**src/rtl/cfr_pkg.sv**
```systemverilog
package cfr_pkg;
  // Bits per entry in the packed shift list
  localparam int unsigned CFR_SH_W = 5;

  // Turning sense of one micro-rotation
  typedef enum logic {
    ROT_CCW = 1'b0,
    ROT_CW  = 1'b1
  } rot_dir_e;
endpackage

```
**src/rtl/cfr_preshift.sv**
```systemverilog
// Hardwired arithmetic right shift: pure wiring, no multiplexers.
module cfr_preshift #(
  parameter int OW    = 18,
  parameter int SHIFT = 1
) (
  input  logic [OW-1:0] din,
  output logic [OW-1:0] dout
);
  generate
    if (SHIFT == 0) begin : g_pass
      assign dout = din;
    end else begin : g_shift
      // top SHIFT positions repeat the sign, the rest take the upper bits
      assign dout = {{SHIFT{din[OW-1]}}, din[OW-1:SHIFT]};
    end
  endgenerate
endmodule

```
**src/rtl/cfr_stage.sv**
```systemverilog
// One dedicated micro-rotation with fixed shift and fixed add/sub sense.
module cfr_stage
  import cfr_pkg::*;
#(
  parameter int       OW    = 18,
  parameter int       SHIFT = 1,
  parameter rot_dir_e DIR   = ROT_CCW
) (
  input  logic                 clk,
  input  logic                 rst_n,
  input  logic                 en,
  input  logic                 vin,
  input  logic signed [OW-1:0] xin,
  input  logic signed [OW-1:0] yin,
  output logic                 vout,
  output logic signed [OW-1:0] xo,
  output logic signed [OW-1:0] yo
);
  logic signed [OW-1:0] xsh, ysh, xnx, ynx;

  cfr_preshift #(.OW(OW), .SHIFT(SHIFT)) u_shx (.din(xin), .dout(xsh));
  cfr_preshift #(.OW(OW), .SHIFT(SHIFT)) u_shy (.din(yin), .dout(ysh));

  generate
    if (DIR == ROT_CW) begin : g_cw
      assign xnx = xin + ysh;
      assign ynx = yin - xsh;
    end else begin : g_ccw
      assign xnx = xin - ysh;
      assign ynx = yin + xsh;
    end
  endgenerate

  always_ff @(posedge clk or negedge rst_n) begin
    if (!rst_n) begin
      vout <= 1'b0;
      xo   <= '0;
      yo   <= '0;
    end else if (en) begin
      vout <= vin;
      if (vin) begin
        xo <= xnx;
        yo <= ynx;
      end
    end
  end

  AST_VALID_ADVANCE: assert property (@(posedge clk) disable iff (!rst_n)
    en |=> (vout == $past(vin)));

  AST_HOLD_ON_STALL: assert property (@(posedge clk) disable iff (!rst_n)
    !en |=> ($stable(vout) && $stable(xo) && $stable(yo)));
endmodule

```
**src/rtl/cfr_rotator.sv**
```systemverilog
module cfr_rotator
  import cfr_pkg::*;
#(
  parameter int DATA_W   = 16,
  parameter int GROW_W   = 2,
  parameter int N_STAGES = 7,
  parameter logic [N_STAGES*CFR_SH_W-1:0] SHIFT_LIST =
    {5'd13, 5'd12, 5'd11, 5'd9, 5'd7, 5'd3, 5'd1},
  parameter logic [N_STAGES-1:0] DIR_LIST = 7'b1100010
) (
  input  logic                       clk,
  input  logic                       rst_n,
  input  logic                       in_valid,
  output logic                       in_ready,
  input  logic [DATA_W-1:0]          in_x,
  input  logic [DATA_W-1:0]          in_y,
  output logic                       out_valid,
  input  logic                       out_ready,
  output logic [DATA_W+GROW_W-1:0]   out_x,
  output logic [DATA_W+GROW_W-1:0]   out_y
);
  localparam int OW    = DATA_W + GROW_W;
  localparam int CNT_W = $clog2(N_STAGES + 2);

  logic signed [OW-1:0] xs [0:N_STAGES];
  logic signed [OW-1:0] ys [0:N_STAGES];
  logic                 vs [0:N_STAGES];
  logic                 adv;

  // whole chain moves unless a finished result is blocked
  assign adv      = !vs[N_STAGES] || out_ready;
  assign in_ready = adv;

  assign vs[0] = in_valid;
  assign xs[0] = {{GROW_W{in_x[DATA_W-1]}}, in_x};
  assign ys[0] = {{GROW_W{in_y[DATA_W-1]}}, in_y};

  generate
    for (genvar i = 0; i < N_STAGES; i++) begin : g_stage
      localparam int       S = int'(SHIFT_LIST[i*CFR_SH_W +: CFR_SH_W]);
      localparam rot_dir_e D = rot_dir_e'(DIR_LIST[i]);
      cfr_stage #(.OW(OW), .SHIFT(S), .DIR(D)) u_stage (
        .clk  (clk),
        .rst_n(rst_n),
        .en   (adv),
        .vin  (vs[i]),
        .xin  (xs[i]),
        .yin  (ys[i]),
        .vout (vs[i+1]),
        .xo   (xs[i+1]),
        .yo   (ys[i+1])
      );
    end
  endgenerate

  assign out_valid = vs[N_STAGES];
  assign out_x     = xs[N_STAGES];
  assign out_y     = ys[N_STAGES];

  // In-flight tally kept only for the properties below
  logic [CNT_W-1:0] chk_cnt;
  logic             chk_in, chk_out;
  assign chk_in  = in_valid && in_ready;
  assign chk_out = out_valid && out_ready;

  always_ff @(posedge clk or negedge rst_n) begin
    if (!rst_n) chk_cnt <= '0;
    else if (chk_in && !chk_out) chk_cnt <= chk_cnt + 1'b1;
    else if (!chk_in && chk_out) chk_cnt <= chk_cnt - 1'b1;
  end

  AST_OUT_HOLD: assert property (@(posedge clk) disable iff (!rst_n)
    (out_valid && !out_ready) |=> (out_valid && $stable(out_x) && $stable(out_y)));

  AST_NO_SPURIOUS: assert property (@(posedge clk) disable iff (!rst_n)
    out_valid |-> (chk_cnt != '0));

  AST_INFLIGHT_BOUND: assert property (@(posedge clk) disable iff (!rst_n)
    chk_cnt <= CNT_W'(N_STAGES));
endmodule

```
**config.mk**
```make
export PLATFORM = sky130hd
export DESIGN_NAME = cfr_rotator
export DESIGN_NICKNAME = d
export VERILOG_FILES = /design/src/rtl/cfr_pkg.sv /design/src/rtl/cfr_preshift.sv /design/src/rtl/cfr_stage.sv /design/src/rtl/cfr_rotator.sv
export SDC_FILE = /design/constraint.sdc
export NUM_CORES = 1
export LEC_CHECK = 0
export CAP_MARGIN = 30
export CORE_ASPECT_RATIO = 1.2
export CORE_MARGIN = 10
export CORE_UTILIZATION = 59
export CTS_BUF_LIST = sky130_fd_sc_hd__clkbuf_8 sky130_fd_sc_hd__clkbuf_16
export DETAILED_ROUTE_END_ITERATION = 12
export DONT_BUFFER_PORTS = 1
export PLACE_DENSITY = 0.76
export SLEW_MARGIN = 20
export SYNTH_ARGS = -nofsm -noshare
export SYNTH_HDL_FRONTEND = slang
export SYNTH_SLANG_ARGS = --single-unit
```
**constraint.sdc**
```tcl
create_clock -name clk -period 2.6 [get_ports clk]
set_clock_uncertainty 0.05 [all_clocks]
set_input_delay 0.13 -clock clk [delete_from_list [all_inputs] [get_ports clk]]
set_output_delay 0.13 -clock clk [all_outputs]
set_load 0.1 [all_outputs]
```
Word level (Yosys, flattened, before mapping). Index checks and enable logic that the tools add are counted.

Flip-flop bits (word level): 257. Input port bits: 36. Output and inout port bits: 38. Logic and storage cells: 44.

$add $sub $neg: 14. Reductions and logical operators: 9.

Operator list (count): 17-bit by 14-bit adder with 18-bit output (1); 18-bit by 11-bit adder with 18-bit output (1); 18-bit by 5-bit adder with 18-bit output (1); 18-bit by 6-bit adder with 18-bit output (1); 18-bit by 7-bit adder with 18-bit output (1); 18-bit by 9-bit adder with 18-bit output (1); 17-bit by 14-bit subtractor with 18-bit output (1); 18-bit by 11-bit subtractor with 18-bit output (1); 18-bit by 5-bit subtractor with 18-bit output (1); 18-bit by 6-bit subtractor with 18-bit output (1); 18-bit by 7-bit subtractor with 18-bit output (1); 18-bit by 9-bit subtractor with 18-bit output (1); 16-bit by 15-bit adder with 17-bit output (1); 16-bit by 15-bit subtractor with 17-bit output (1); 2-bit AND reduction (7); 1-bit logical NOT (1); 1-bit logical OR (1).

Depth between registers and ports, before layout.
Depth after elaboration: 3. Depth in mapped cells: 12.

By module. Synthesis repeated with hierarchy kept, for this count alone.

Cells, all modules: 2919. Area total of the unflattened synthesis: 24029.3 µm².

By module, submodules not included: cfr_stage at g_stage[1].u_stage (instances 1, cells each 404, area each 3265.6 µm²); cfr_stage at g_stage[3].u_stage (instances 1, cells each 396, area each 3193.1 µm²); cfr_stage at g_stage[0].u_stage (instances 1, cells each 387, area each 3191.8 µm²); cfr_stage at g_stage[4].u_stage (instances 1, cells each 373, area each 3179.3 µm²); cfr_stage at g_stage[5].u_stage (instances 1, cells each 375, area each 3158.0 µm²); cfr_stage at g_stage[2].u_stage (instances 1, cells each 381, area each 3153.0 µm²); cfr_stage at g_stage[6].u_stage (instances 1, cells each 350, area each 2990.4 µm²); cfr_preshift (instances 14, cells each 18, area each 135.1 µm²); cfr_rotator (instances 1, cells each 1, area each 6.3 µm²).

Least setup slack after synthesis. OpenSTA, ideal clock, no wires.

Kind: register -> register. From: reg g_stage[6].u_stage.vout. To: reg g_stage[2].u_stage.yo[17]. Setup time: 140 ps. Data arrival time: 3184 ps. Setup slack: -775 ps. Cell stages (with the launch flop): 10. Path buffers: 4. Cells stage by stage: dfrtp_1 -> nor2b_1 -> clkbuf_1 -> inv_2 -> clkbuf_1 -> nand2_1 -> buf_2 -> buf_2 -> a221oi_1 -> o211ai_1.

Longest elaborated chain between the ends: 3.

RTL lines: start: declaration (RTL line cfr_stage.sv:15) `output logic vout,`; start signal: assignment (RTL line cfr_stage.sv:40) `vout <= vin;`; 1-bit logical NOT (RTL line cfr_rotator.sv:31) `assign adv = !vs[N_STAGES] || out_ready;`; 1-bit logical OR (RTL line cfr_rotator.sv:31); via in_ready (RTL line cfr_rotator.sv:14) `output logic in_ready,`; 2-bit AND reduction (no source line); end signal: assignment (RTL line cfr_stage.sv:43) `yo <= ynx;`; end: declaration (RTL line cfr_stage.sv:17) `output logic signed [OW-1:0] yo`.

The timed path passes the listed nets, and every way through them passes these cells. A chain may end at the register's enable or synchronous reset.

Worst setup path in the final report.
From: reg g_stage[3].u_stage.xo[0]. To: reg g_stage[4].u_stage.xo[16].

Longest elaborated chain between the ends: 1.

RTL lines: start: declaration (RTL line cfr_stage.sv:16) `output logic signed [OW-1:0] xo,`; start signal: assignment (RTL line cfr_stage.sv:42) `xo <= xnx;`; 18-bit by 7-bit subtractor with 18-bit output (RTL line cfr_stage.sv:29) `assign xnx = xin - ysh;`; end signal: assignment (RTL line cfr_stage.sv:42); end: declaration (RTL line cfr_stage.sv:16).

No other way between the ends.

==> results.cfg <==
[critical_path]
cpLargestDelayFamily = compound AO/OA/AOI/OAI gates
crit_arrival_ps = 3150
start_kind = flip-flop
critical_path_class = reg -> reg
crit_slowest_cell = dfrtp_1
worstPathCellList = inv_1 > ha_2 > inv_2 > fa_2 > a21o_1 > a21oi_2 > o21bai_2 > a2111oi_4 > or2_1 > o21ai_1 > nor4bb_1 > or3_1
required_ps = 2990
crit_buf_inv = 2
cp_max_fo = 2
endpoint_kind = flip-flop
cpPeakStageDelay_ps = 390

[yosys]
synth.distinct_cells = 81
ys_warn_count = 0
ys_seq_area_share_pct = 32.51
synthFlopType = dfrtp_1
ys_seq_elements = 257
synth_nets = 2579
syn-cell-area_um2 = 19780
yosysMostFrequentCell = nand2_1
synthArstFlopShare_pct = 100.0
avgSynthCellArea_um2 = 8.626
synth_cells = 2293
ys_top_cells_by_area = dfrtp_1, ha_1, o21ai_0
synth_top_area_share_pct = 32.51
synth_edf_count = 0
synth_top_cells_by_count = nand2_1, o21ai_0, dfrtp_1, ha_1, a21oi_1
yosysTopAreaCell = dfrtp_1

[sta]
setup_slack_ps = -162.5
grt_setup_unrepaired = yes
fin_crit_sh_pct = 106.2
post-route-min-period_ps = 2762
tns_ps = -714.6
fmax_ghz = 0.3620
slew_headroom_pct = 39.94
setup_viol = 9
worst_pin_slew_ps = 900.9
final_max_slew_viol_count = 0
finalHoldViolCount = 257
whs_ps = -799.6

[grt]
groute.usage.overall_pct = 25.91
grt_max_degree = 258
grt_overflow_total = 0
grt_pass1_vias = 17884
antenna_found_initial = 0
grt_pass1_wl_mm = 89.23

[placement]
io_buffers = 0
gp_congestion = 0.9363
dp_hpwl_mm = 41.36

[routing]
dr.pass1.iters = 7
route.vias.total = 18059
drt.antenna.violating_nets = 0
drc_errors = 0
detail_route.wl_per_cell_um = 18.41
vias_per_cell = 5.923
drt_wl_total_mm = 56.14
drtIter0Drc = 1275

[floorplan]
die-area_um2 = 41280
die_w_um = 187.1
io_pins = 74
core_um2 = 33160
die_h_um = 220.6
rows = 73
start_util_pct = 59.66

[clocking]
cts_root_buf = clkbuf_16
htree_levels = 1
cts.sinks = 257
hold_buffers = 44
cts_tree = done
ctsLongestPathBuffers = 3
clock_latency_ps = 570
numCtsBuffers = 28
clk_pin_slew_ps = 60

[status]
violations = negative hold slack, negative setup slack
outcome = finished with violations

[cells_and_area]
antennaDiodeCount = 0
drive_above_1_share_pct = 19.12
layout.nets = 2865
synthToLayoutAreaGrowth_pct = 22.54

[job]
maxCapViolations = 0

[hold_path]
hold_path.class = in -> async
## what timing repair did
item,in CTS,in global routing
hold endpoints to repair,296,257
gates cloned,0,0
pin swaps,48,80
setup endpoints to repair,34,89
gates resized for setup,54,140
buffers inserted,24,32
## cells in the final DEF, fill, tap and decap left out, types with 17 or more instances in the layout
| cell | n |
|---|---|
| o21ai_1 | 43 |
| nand2_1 | 297 |
| a21oi_1 | 138 |
| clkbuf_16 | 28 |
| nor2_1 | 94 |
| nand2b_1 | 29 |
| inv_1 | 146 |
| a21oi_2 | 29 |
| xor2_1 | 90 |
| o21a_1 | 33 |
| xnor2_1 | 76 |
| a31oi_1 | 17 |
| nor2b_1 | 17 |
| buf_4 | 270 |
| o21bai_1 | 17 |
| o21ai_0 | 236 |
| dlygate4sd3_1 | 44 |
| a21o_1 | 75 |
| nand3_1 | 25 |
| nor3_1 | 43 |
| mux2_2 | 17 |
| o31ai_1 | 26 |
| dfrtp_1 | 254 |
| ha_1 | 218 |
## metal layers
layer / track usage, % / wire length, um / vias up
li1: - / - / 8793
met4: 11.89 / 2595 / 0
met2: 49.68 / 29750 / 449
met5: 0 / 0 / -
met1: 28.25 / 21890 / 8660
met3: 2.709 / 1907 / 157
## cell type report
type | instances | area, um2
clock buffer | 36 | 810.8
clock inverter | 14 | 122.6
fill | 2444 | 8917
inverter | 153 | 574.3
multi-input combinational | 1821 | 13210
sequential | 257 | 6435
tap | 450 | 563.0
timing repair buffer | 318 | 2521
## path summary, 6_finish.rpt
kind	startpoint	to	slack (ps)	cells past startpoint
max	g_stage[3].u_stage.xo[0]	g_stage[4].u_stage.xo[16]	-160	12
min	rst_n	g_stage[5].u_stage.xo[1]	-800	0
max reg2reg	g_stage[3].u_stage.xo[0]	g_stage[4].u_stage.xo[16]	-160	12
min reg2reg	g_stage[6].u_stage.yo[7]	g_stage[6].u_stage.yo[7]	430	2
max in group asynchronous	rst_n	g_stage[3].u_stage.xo[17]	2870	0
min in group clk	in_x[1]	g_stage[0].u_stage.yo[1]	20	4
## metrics by stage
step / setup WS [ps] / std cells / hold slack [ps] / util [%] / area (um2)
detailed placement: -155.2 / 2899 / -207.0 / 65.74 / 21800
floorplan: -21.09 / 2293 / -215.6 / - / 19810
CTS: -96.32 / 3017 / -812.3 / 70.95 / 23520
finish: -162.5 / 3049 / -799.6 / 73.10 / 24240
global route: -316.4 / 3049 / -825.8 / 73.10 / 24240
global placement: -110.5 / 2899 / -207.4 / 65.74 / 21800
## kinds of logic (layout without fill, tap and decap cells)
kind of cell | Yosys count | after routing | synth area share, %
simple gates | 620 | 620 | 14.33
flops | 257 | 257 | 32.51
compound gates | 757 | 757 | 23.83
fa+ha+maj | 250 | 250 | 16.35
mux | 26 | 26 | 1.423
buf+inv | 215 | 521 | 4.118
xor+xnor | 168 | 168 | 7.439
## flip-flops by register name (all words and copies together), names as in the netlist
signal and count:
g_stage.u_stage.vout 7, g_stage.u_stage.xo 125, g_stage.u_stage.yo 125
Power is not shown: default switching activity piles up to over one toggle a cycle in this logic, so the estimate is an artifact.
